**src/rtl/ras_pkg.sv**
```systemverilog
package ras_pkg;

  typedef enum logic {
    SNP_PASS = 1'b0,
    SNP_NACK = 1'b1
  } snp_verdict_e;

  // Candidate qualifies: reordered, not squashable, and if a store, only
  // holding exclusive permission without its data written.
  function automatic logic ras_admit(input logic reordered,
                                     input logic nonspec,
                                     input logic is_store,
                                     input logic data_written);
    return reordered & nonspec & ~(is_store & data_written);
  endfunction

  function automatic snp_verdict_e ras_verdict(input logic any_hit);
    return any_hit ? SNP_NACK : SNP_PASS;
  endfunction

endpackage

```
**src/rtl/ras_entry.sv**
```systemverilog
module ras_entry #(
  parameter int LINE_W = 26,
  parameter int TAG_W  = 6
) (
  input  logic              clk,
  input  logic              rst_n,
  input  logic              flush,
  input  logic              set_i,
  input  logic [LINE_W-1:0] line_i,
  input  logic [TAG_W-1:0]  tag_i,
  input  logic              rel_valid,
  input  logic [TAG_W-1:0]  rel_tag,
  output logic              valid_o,
  output logic [LINE_W-1:0] line_o,
  output logic              rel_hit_o
);

  logic              valid_q;
  logic [LINE_W-1:0] line_q;
  logic [TAG_W-1:0]  tag_q;

  assign rel_hit_o = valid_q & rel_valid & (tag_q == rel_tag);

  always_ff @(posedge clk or negedge rst_n) begin
    if (!rst_n) begin
      valid_q <= 1'b0;
      line_q  <= '0;
      tag_q   <= '0;
    end else if (flush) begin
      valid_q <= 1'b0;
    end else if (set_i) begin
      valid_q <= 1'b1;
      line_q  <= line_i;
      tag_q   <= tag_i;
    end else if (rel_hit_o) begin
      valid_q <= 1'b0;
    end
  end

  assign valid_o = valid_q;
  assign line_o  = line_q;

  AST_RELEASE_DROPS: assert property (@(posedge clk) disable iff (!rst_n)
    rel_hit_o && !set_i |=> !valid_o);

  AST_SET_HOLDS: assert property (@(posedge clk) disable iff (!rst_n)
    set_i && !flush |=> valid_o && line_o == $past(line_i));

endmodule

```
**src/rtl/ras_free_pick.sv**
```systemverilog
module ras_free_pick #(
  parameter int DEPTH = 8
) (
  input  logic             clk,
  input  logic             rst_n,
  input  logic [DEPTH-1:0] valid_vec,
  output logic [DEPTH-1:0] pick_o,
  output logic             full_o
);

  always_comb begin
    logic taken;
    taken  = 1'b0;
    pick_o = '0;
    for (int i = 0; i < DEPTH; i++) begin
      if (!valid_vec[i] && !taken) begin
        pick_o[i] = 1'b1;
        taken     = 1'b1;
      end
    end
  end

  assign full_o = &valid_vec;

  AST_PICK_ONEHOT: assert property (@(posedge clk) disable iff (!rst_n)
    $onehot0(pick_o));

  AST_PICK_FREE_ONLY: assert property (@(posedge clk) disable iff (!rst_n)
    (pick_o & valid_vec) == '0);

  AST_FULL_NO_PICK: assert property (@(posedge clk) disable iff (!rst_n)
    full_o |-> pick_o == '0);

endmodule

```
**src/rtl/ras_snoop_cmp.sv**
```systemverilog
module ras_snoop_cmp
  import ras_pkg::*;
#(
  parameter int DEPTH  = 8,
  parameter int LINE_W = 26
) (
  input  logic                         clk,
  input  logic                         rst_n,
  input  logic                         snp_valid,
  input  logic [LINE_W-1:0]            snp_line,
  input  logic [DEPTH-1:0]             ent_valid,
  input  logic [DEPTH-1:0][LINE_W-1:0] ent_line,
  output logic [DEPTH-1:0]             hit_vec_o,
  output logic                         resp_valid_o,
  output logic                         nack_o
);

  for (genvar g = 0; g < DEPTH; g++) begin : g_cmp
    assign hit_vec_o[g] = ent_valid[g] & (ent_line[g] == snp_line);
  end

  snp_verdict_e verdict;
  assign verdict = ras_verdict(|hit_vec_o);

  always_ff @(posedge clk or negedge rst_n) begin
    if (!rst_n) begin
      resp_valid_o <= 1'b0;
      nack_o       <= 1'b0;
    end else begin
      resp_valid_o <= snp_valid;
      nack_o       <= snp_valid & (verdict == SNP_NACK);
    end
  end

  AST_RESP_FOLLOWS: assert property (@(posedge clk) disable iff (!rst_n)
    snp_valid |=> resp_valid_o);

  AST_RESP_ONLY_AFTER_REQ: assert property (@(posedge clk) disable iff (!rst_n)
    !snp_valid |=> !resp_valid_o && !nack_o);

endmodule

```
**src/rtl/reorder_addr_set.sv**
```systemverilog
module reorder_addr_set
  import ras_pkg::*;
#(
  parameter int ADDR_W = 32,
  parameter int OFF_W  = 6,
  parameter int DEPTH  = 8,
  parameter int TAG_W  = 6
) (
  input  logic              clk,
  input  logic              rst_n,
  input  logic              alloc_valid,
  input  logic [ADDR_W-1:0] alloc_addr,
  input  logic [TAG_W-1:0]  alloc_tag,
  input  logic              alloc_reordered,
  input  logic              alloc_nonspec,
  input  logic              alloc_is_store,
  input  logic              alloc_data_written,
  input  logic              rel_valid,
  input  logic [TAG_W-1:0]  rel_tag,
  input  logic              flush,
  input  logic              snp_valid,
  input  logic [ADDR_W-1:0] snp_addr,
  output logic              snp_resp_valid,
  output logic              snp_nack,
  output logic              full
);

  localparam int LINE_W = ADDR_W - OFF_W;

  function automatic logic [LINE_W-1:0] line_of(input logic [ADDR_W-1:0] a);
    return a[ADDR_W-1:OFF_W];
  endfunction

  logic [DEPTH-1:0]             valid_vec;
  logic [DEPTH-1:0][LINE_W-1:0] line_arr;
  logic [DEPTH-1:0]             rel_hit_vec;
  logic [DEPTH-1:0]             pick_vec;
  logic [DEPTH-1:0]             hit_vec;
  logic                         admit_ok;
  logic                         alloc_go;

  assign admit_ok = ras_admit(alloc_reordered, alloc_nonspec,
                              alloc_is_store, alloc_data_written);
  assign alloc_go = alloc_valid & admit_ok & ~full & ~flush;

  ras_free_pick #(.DEPTH(DEPTH)) u_pick (
    .clk       (clk),
    .rst_n     (rst_n),
    .valid_vec (valid_vec),
    .pick_o    (pick_vec),
    .full_o    (full)
  );

  for (genvar g = 0; g < DEPTH; g++) begin : g_ent
    ras_entry #(.LINE_W(LINE_W), .TAG_W(TAG_W)) u_ent (
      .clk       (clk),
      .rst_n     (rst_n),
      .flush     (flush),
      .set_i     (alloc_go & pick_vec[g]),
      .line_i    (line_of(alloc_addr)),
      .tag_i     (alloc_tag),
      .rel_valid (rel_valid),
      .rel_tag   (rel_tag),
      .valid_o   (valid_vec[g]),
      .line_o    (line_arr[g]),
      .rel_hit_o (rel_hit_vec[g])
    );
  end

  ras_snoop_cmp #(.DEPTH(DEPTH), .LINE_W(LINE_W)) u_cmp (
    .clk          (clk),
    .rst_n        (rst_n),
    .snp_valid    (snp_valid),
    .snp_line     (line_of(snp_addr)),
    .ent_valid    (valid_vec),
    .ent_line     (line_arr),
    .hit_vec_o    (hit_vec),
    .resp_valid_o (snp_resp_valid),
    .nack_o       (snp_nack)
  );

  AST_NO_OVERFLOW: assert property (@(posedge clk) disable iff (!rst_n)
    full && alloc_valid && !flush && !rel_valid |=> $stable(valid_vec));

  AST_FLUSH_EMPTIES: assert property (@(posedge clk) disable iff (!rst_n)
    flush |=> valid_vec == '0);

  AST_REJECT_UNQUALIFIED: assert property (@(posedge clk) disable iff (!rst_n)
    alloc_valid && !admit_ok && !rel_valid && !flush |=> $stable(valid_vec));

  AST_NACK_HAS_SOURCE: assert property (@(posedge clk) disable iff (!rst_n)
    snp_nack |-> $past(valid_vec) != '0);

  AST_RELEASE_LEAVES_OTHERS: assert property (@(posedge clk) disable iff (!rst_n)
    rel_valid && !alloc_valid && !flush |=> valid_vec == ($past(valid_vec) & ~$past(rel_hit_vec)));

endmodule

```
**config.mk**
```make
export PLATFORM = sky130hd
export DESIGN_NAME = reorder_addr_set
export DESIGN_NICKNAME = d
export VERILOG_FILES = /design/src/rtl/ras_pkg.sv /design/src/rtl/ras_entry.sv /design/src/rtl/ras_free_pick.sv /design/src/rtl/ras_snoop_cmp.sv /design/src/rtl/reorder_addr_set.sv
export SDC_FILE = /design/constraint.sdc
export NUM_CORES = 1
export LEC_CHECK = 0
export CORE_UTILIZATION = 58
export CTS_CLUSTER_SIZE = 12
export DETAILED_ROUTE_END_ITERATION = 6
export PLACE_DENSITY = 0.78
export REMOVE_ABC_BUFFERS = 1
export SYNTH_ARGS = -nofsm -noshare
export SYNTH_HDL_FRONTEND = slang
export SYNTH_HIERARCHICAL = 1
export SYNTH_SLANG_ARGS = --single-unit
```
**constraint.sdc**
```tcl
create_clock -name clk -period 2.45 [get_ports clk]
set_input_delay 0.3675 -clock clk [delete_from_list [all_inputs] [get_ports clk]]
set_output_delay 0.3675 -clock clk [all_outputs]
set_load 0.03 [all_outputs]
```
# ---- Word-level counts from Yosys, hierarchy flattened
# Index checks and enable logic that the tools add are counted.
# W data, S select, Z words.
dict set report totals {
  wordCells 161
  ff_bits 266
  memories 0
  input_bits 86
  romBits 0
  latchBits 0
  output_inout_bits 3
  mem_bits_rw 0
}
dict set report classes {
  shift 0
  n_mux 39
  mul 0
  bitwise_logic 42
  reduce_logical 38
  div 0
  n_addsub 0
  n_lt_le_gt_ge 0
  n_eq_ne 16
}
# cell n
set ops {}
lappend ops {{$eq A26 B26 Y1} 8}
lappend ops {{$eq A6 B6 Y1} 8}
lappend ops {{$and A1 B1 Y1} 39}
lappend ops {{$mux W1} 39}
lappend ops {{$reduce_bool A3 Y1} 8}
lappend ops {{$reduce_and A2 Y1} 8}
lappend ops {{$logic_not A1 Y1} 13}
lappend ops {{$reduce_and A8 Y1} 1}
lappend ops {{$reduce_or A8 Y1} 1}
lappend ops {{$logic_and A1 B1 Y1} 7}
lappend ops {{$not A1 Y1} 3}

# ---- Depth between registers and ports, before layout
# Gate-level depths: netlist of the first run.
dict set report logic_depth {
  word_depth 24
  depth_mapped 8
  ltp_nobuf 6
}

# ---- By module
# Netlist of the first run, hierarchy kept.
# module area_each_um2 cells_per_inst seq_area_each_um2 instances
set modules_own_cells {}
lappend modules_own_cells {ras_entry 1320.0 83 825.8 8}
lappend modules_own_cells {ras_snoop_cmp 2700.1 311 50.0 1}
lappend modules_own_cells {reorder_addr_set 205.2 22 0.0 1}
lappend modules_own_cells {ras_free_pick 78.8 13 0.0 1}

# ---- Worst setup path before layout of the first run
# Ideal clock, no wire load.
dict set report synth_timing {
  path_kind {flip-flop to flip-flop}
  startpoint {register g_ent[0].u_ent.valid_q}
  endpoint {register g_ent[0].u_ent.line_q[25]}
  setup_ps 128
  path_buffers 2
  synth_period_minus_slack_ps 2638
  slack_ps -188
  required_time_ps 2322
  stages_incl_launch_ff 9
  arrival_time_ps 2510
  cell_sequence {dfrtp_1 -> nand4_2 -> nor3_1 -> nand4b_1 -> nor3_2 -> nor2b_1 -> clkbuf_2 -> buf_4 -> mux2_1}
}
dict set report synth_via {
  elab_chain_len 6
  elab_cells_between_ends 7
  cone_classes {mux: 1; bitwise: 4; reduce/logical: 2}
}
# item line
set synth_lines {}
lappend synth_lines {{start: declaration} ras_entry.sv:18} ;# logic valid_q;
lappend synth_lines {{start signal: assignment} ras_entry.sv:26} ;# valid_q <= 1'b0;
lappend synth_lines {{start signal: assignment} ras_entry.sv:30} ;# valid_q <= 1'b0;
lappend synth_lines {{start signal: assignment} ras_entry.sv:32} ;# valid_q <= 1'b1;
lappend synth_lines {{$reduce_and A8 Y1} ras_free_pick.sv:23} ;# assign full_o = &valid_vec;
lappend synth_lines {{net full} reorder_addr_set.sv:25} ;# output logic full
lappend synth_lines {{$not A1 Y1} reorder_addr_set.sv:44} ;# assign alloc_go = alloc_valid & admit_ok & ~full & ~flush;
lappend synth_lines {{$and A1 B1 Y1 (2 in a row)} reorder_addr_set.sv:44}
lappend synth_lines {{$and A1 B1 Y1} reorder_addr_set.sv:59} ;# .set_i (alloc_go & pick_vec[g]),
lappend synth_lines {{$reduce_and A2 Y1 (no source line)} -}
lappend synth_lines {{end signal: assignment} ras_entry.sv:33} ;# line_q <= line_i;
lappend synth_lines {{end: declaration} ras_entry.sv:19} ;# logic [LINE_W-1:0] line_q;
# The timed path passes the listed nets, and every way through them passes these cells.
# A chain may end at the register's enable or synchronous reset.

# ---- Final worst setup path of the first run
dict set report layout_timing {
  startpoint {register g_ent[4].u_ent.valid_q}
  endpoint {output full}
}
dict set report layout_via {
  elab_chain_len 1
}
# item line
set layout_lines {}
lappend layout_lines {{start: declaration} ras_entry.sv:18}
lappend layout_lines {{start signal: assignment} ras_entry.sv:26}
lappend layout_lines {{start signal: assignment} ras_entry.sv:30}
lappend layout_lines {{start signal: assignment} ras_entry.sv:32}
lappend layout_lines {{$reduce_and A8 Y1} ras_free_pick.sv:23}
lappend layout_lines {{end: declaration} reorder_addr_set.sv:25}
# No other way between the ends.

==> results of run 1 <==
==> per-layer routing <==
metal	share of wire (%)	GRT usage, %	wire length (µm)
met1	44	42.56	15120
met2	47	47.73	16030
met3	5.6	4.171	1919
met4	3.3	10.52	1135
met5	0	0	0
==> cell type report <==
| class | instances | share of cell area (%) |
|---|---|---|
| flip-flops and latches | 266 | 41.70 |
| clock inverters | 6 | 0.3449 |
| well taps | 285 | 2.234 |
| multi-input cells | 665 | 39.18 |
| inverters | 1 | 0.02352 |
| repair buffers | 174 | 10.90 |
| clock buffers | 45 | 5.613 |
==> per-stage QoR <==
stage                     utilization [%]  cells  hold WS (ps)  setup slack, ps
after floorplan                         -    932         71.91           -747.6
after global placement              66.26   1390         401.2           -152.5
after global routing                70.50   1442         393.5            19.39
after detailed placement            66.26   1390         406.6           -185.8
final                               70.50   1442         386.2            91.30
after CTS                           70.50   1442         378.3            112.7
==> power groups by stage <==
stage / clock network [mW] / logic, mW / registers (mW)
final: 4.31 / 1.10 / 4.64
after global routing: 4.51 / 1.16 / 4.65
after CTS: 4.37 / 1.09 / 4.64
after detailed placement: 0 / 1.08 / 4.71
after global placement: 0 / 1.06 / 4.70
after floorplan: 0 / 0.450 / 4.69
==> worst paths after layout <==
| path | cells after the start | slack [ps] | end | startpoint |
|---|---|---|---|---|
| setup / recovery | 4 | 90 | full | g_ent[4].u_ent/valid_o |
| hold / removal | 1 | 390 | u_cmp/resp_valid_o | snp_valid |
| setup reg to reg | 8 | 120 | g_ent[3].u_ent/line_o[4] | g_ent[4].u_ent/valid_o |
| hold reg to reg | 1 | 510 | g_ent[5].u_ent/tag_q[5] | g_ent[5].u_ent/tag_q[5] |
| max in group asynchronous | 3 | 1300 | g_ent[1].u_ent/line_o[20] | rst_n |
| min in group asynchronous | 2 | 400 | g_ent[3].u_ent/line_o[21] | rst_n |
==> worst max-delay path, cell delays in order, from the launching register on <==
cell	delay, ps
dfrtp_1	520
nand2_1	170
nor3_1	210
buf_4	170
dlygate4sd2_1	390
==> state kept, by name, summed over array words and instances (netlist names) <==
signal and count:
g_ent.u_ent/line_o 208, g_ent.u_ent/tag_q 48, u_cmp/resp_valid_o 1, u_cmp/nack_o 1
g_ent.u_ent/valid_o 8
==> repair_timing <==
action | 4_1_cts | 5_1_grt
setup endpoints to repair | 1 | 0
hold buffers | 1 | 0
endpoints found under the hold margin | 71 | 0
gates resized for setup | 1 | 0
==> run_results.csv, run 1 <==
group,metric,value,unit
outcome,status,"completed",
clock_network,cts_buffers,29,
global_route,grt_pass1_wl,53.41,mm
power_and_ir_drop,p_clk_share,42.9,%
floorplan,die_height,153.9,µm
finish,diodes,0,
sta,fin_skew,10.25,ps
global_route,gr-total-overflow,0,
finish,layout_commonest_cell,"dfrtp_1",
floorplan,start_util,59.12,%
placed_design,placed_area,15000,µm²
floorplan,dieArea,23690,µm²
sta,period_needed,2359,ps
global_route,antenna_found_initial,0,
global_route,grt_pass1_vias,8987,
power_and_ir_drop,p_total,10.05,mW
routing,wl,34.20,mm
routing,drt-pass1-iter-count,5,
floorplan,io_pins,89,
finish,multi_input_area,6254,µm²
power_and_ir_drop,pwr-share-seq,46.2,%
power_and_ir_drop,switchingPower,2.382,mW
placed_design,place_hpwl,24.04,mm
floorplan,die_w,153.9,µm
placed_design,io_buffers,76,
worst_setup_path,cp-end-kind,"output port",
power_and_ir_drop,netSwitchingFraction,23.71,%
power_and_ir_drop,combPwrFrac,10.9,%
finish,seq_area,6656,µm²
floorplan,core_area,22640,µm²
worst_setup_path,crit_arrival,1990,ps
finish,fin_nets,1223,
worst_setup_path,worstPathMaxFanout,9,
clock_network,htree_levels,1,
finish,area_growth,19.26,%
routing,drc,0,
worst_setup_path,worstPathRequired,2080,ps
worst_setup_path,startpoint_type,"register",
sta,setup-tns-final,0,ps
placed_design,gp_congestion,0.9053,
routing,drtAntennaViolNets,0,
synthesis,synthCells,994,
finish,fin_area,15960,µm²
min_path,hold_path_class,"in -> reg",
clock_network,worstSkewPairLatency,540,ps
clock_network,cts_root_buffer,"clkbuf_16",
worst_setup_path,path_class,"reg -> out",
sta,tightest_slew,644.0,ps
finish,fillers,1577,
sta,final.period_utilization,96.27,%
sta,setup_viol,0,
power_and_ir_drop,p_int,7.664,mW
power_and_ir_drop,ir_drop,0.4494,mV
sta,drv_slew,0,
clock_network,post-cts-setup-buffer-count,0,
clock_network,path_clk_slew,60,ps
synthesis,synth_area,13380,µm²
power_and_ir_drop,pwr_density_cell,629.4,nW/µm²
synthesis,avgSynthCellArea,13.46,µm²
job,maxCapViolations,0,
global_route,grt_max_degree,78,
clock_network,cts_tree,"done",
routing,via_per_inst,5.881,
sta,final_hold_viol_count,0,
finish,layout.cells.most_common_list,"dfrtp_1 (266), mux2_2 (240), xnor2_1 (204), buf_4 (78), clkdlybuf4s50_1 (74)",
routing,wl_per_cell,23.72,µm
finish,drive_gt1_share,35.96,%
sta,slew_headroom,57.06,%
clock_network,clock_sinks,266,
global_route,track_usage,30.07,%
routing,routed-via-count,8480,
synthesis,yosysWarnings,6,
floorplan,rows,55,
sta,clock.fmax,424.0,MHz
sta,rsz0062_at_grt,"false",
power_and_ir_drop,p_leak,7.072,nW
clock_network,clock_path_buffers,3,
routing,drt-initial-drc-count,567,
Power figures use the tool's default switching activity.
==> run 2, diff against run 1 <==
clock period = 3 ns   (was 2.45 ns; I/O delays follow)
==> run_results.csv, run 2 (synthesis gave the netlist of run 1 again) <==
group,metric,value,unit
finish,fin_util,68.12,%
sta,final.period_utilization,93.24,%
finish,fillers,1586,
worst_setup_path,cp-end-kind,"output port",
clock_network,path_clk_slew,60,ps
power_and_ir_drop,pwr_density_cell,511.7,nW/µm²
floorplan,die_height,153.9,µm
floorplan,io_pins,89,
routing,drt-initial-drc-count,604,
sta,setup_viol,0,
worst_setup_path,path_class,"reg -> out",
sta,drv_slew,0,
worst_setup_path,startpoint_type,"register",
worst_setup_path,crit_chain,"nand4_2 -> nor3_1 -> buf_4 -> clkdlybuf4s50_1",
routing,routed-via-count,8143,
floorplan,dieArea,23690,µm²
clock_network,cts_resized,0,
clock_network,cts_root_buffer,"clkbuf_16",
worst_setup_path,critPathLaunch,"g_ent[1].u_ent/valid_o",
finish,layout_commonest_cell,"dfrtp_1",
sta,clock.fmax,357.5,MHz
finish,diodes,0,
global_route,use_met2,44.52,%
floorplan,core_area,22640,µm²
worst_setup_path,crit_arrival,2350,ps
sta,final_hold_viol_count,0,
placed_design,dp_cells,1351,
global_route,grt_pass1_wl,50.49,mm
finish,fin_nets,1183,
global_route,gr-total-overflow,0,
sta,fin_skew,11.66,ps
routing,wl_per_cell,23.01,µm
floorplan,start_util,59.12,%
worst_setup_path,path_depth,4,
placed_design,place_hpwl,22.80,mm
worst_setup_path,worstPathRequired,2550,ps
routing,drt-pass1-iter-count,5,
worst_setup_path,cp_slowest_cell,"clkdlybuf4s50_1",
global_route,antenna_found_initial,0,
routing,drc,0,
routing,wl,32.17,mm
global_route,met1_usage,41.27,%
global_route,top_usage_layer,"met2",
outcome,status,"completed",
clock_network,clock_sinks,266,
clock_network,cts_tree,"done",
clock_network,htree_levels,1,
global_route,met3_usage,4.115,%
worst_setup_path,r2r_end,"g_ent[7].u_ent/line_o[6]",
clock_network,worstSkewPairLatency,530,ps
global_route,grt_max_degree,91,
sta,rsz0062_at_grt,"false",
sta,period_needed,2797,ps
floorplan,rows,55,
power_and_ir_drop,p_total,7.892,mW
worst_setup_path,path_buf_inv,2,
clock_network,cts_buffers,28,
worst_setup_path,reg2reg_from,"g_ent[1].u_ent/valid_o",
routing,via_per_inst,5.825,
finish,drive_gt1_share,33.33,%
finish,area_growth,15.24,%
power_and_ir_drop,p_leak,6.781,nW
worst_setup_path,worstPathMaxFanout,9,
placed_design,gp_congestion,0.8595,
worst_setup_path,critPathMaxStageDelay,680,ps
worst_setup_path,r2r_slack,450,ps
min_path,hold_path_class,"in -> reg",
worst_setup_path,reg2regPathDepth,7,
clock_network,clock_path_buffers,3,
placed_design,placed_area,14550,µm²
finish,fin_area,15420,µm²
finish,final_cells,1398,
floorplan,die_w,153.9,µm
finish,layout.cells.most_common_list,"dfrtp_1 (266), mux2_2 (240), xnor2_1 (204), clkdlybuf4s50_1 (75), buf_4 (52)",
worst_setup_path,endpoint,"full",
sta,slew_headroom,51.63,%
global_route,track_usage,28.31,%
routing,drtAntennaViolNets,0,
finish,largest_register_ffs,208,
worst_setup_path,critical-path-top-delay-family,"buffers and inverters",
sta,tightest_slew,725.6,ps
global_route,grt_pass1_vias,8465,
job,maxCapViolations,0,
placed_design,io_buffers,76,
power_and_ir_drop,ir_drop,0.4779,mV
-- run 2: cell count changes in the layout (fill, tap and decap cells not counted), sizes merged --
cell,delta
clkinvlp,+1
clkdlybuf4s50,+1
dlygate4sd2,-1
clkinv,-2
buf,-39
bufinv,-1
clkbuf,-3
-- run 2: area by class of cell --
cell class,instances,area (µm²),share of cell area (%)
Sequential cell,266,6656,43.16
Multi-Input combinational cell,665,6254,40.55
Timing Repair Buffer,135,1286,8.339
Clock buffer,42,844.6,5.476
Tap cell,285,356.6,2.312
Clock inverter,4,22.52,0.1460
Inverter,1,3.754,0.02434
-- run 2: worst min-delay path by stage --
stage | startpoint | slack (ps) | to | cells after the start
after floorplan | rst_n | 150 | g_ent[0].u_ent/line_o[0] | 0
after global placement | g_ent[2].u_ent/line_o[25] | 490 | g_ent[2].u_ent/line_o[25] | 1
after detailed placement | g_ent[0].u_ent/line_o[25] | 500 | g_ent[0].u_ent/line_o[25] | 1
after CTS | snp_valid | 440 | u_cmp/resp_valid_o | 1
after global routing | snp_valid | 450 | u_cmp/resp_valid_o | 1
final | snp_valid | 440 | u_cmp/resp_valid_o | 1
-- run 2: per-layer routing --
metal | part of all wire, % | vias up
met5 | 0 | -
met4 | 2.4 | 0
met3 | 4.9 | 41
met2 | 46 | 203
met1 | 46 | 4220
li1 | - | 3679
-- run 2: per-stage QoR --
stage / hold slack [ps] / TNS, ps / setup WS [ps]
final: 444.8 / 0 / 202.8
after global routing: 446.3 / 0 / 88.93
after CTS: 436.9 / 0 / 196.7
after detailed placement: 497.5 / 0 / 94.00
after global placement: 488.5 / 0 / 137.6
after floorplan: 154.4 / -49390 / -197.6
-- run 2: power breakdown --
group	internal, mW	switching, mW	total (mW)
combinational	0.399	0.437	0.837
clock	1.92	1.35	3.27
sequential	3.71	0.0797	3.79
total	6.02	1.87	7.89
-- run 2: what timing repair did --
item,in CTS,in global routing
hold buffers,1,0
setup buffers,0,0
hold endpoints to repair,53,0
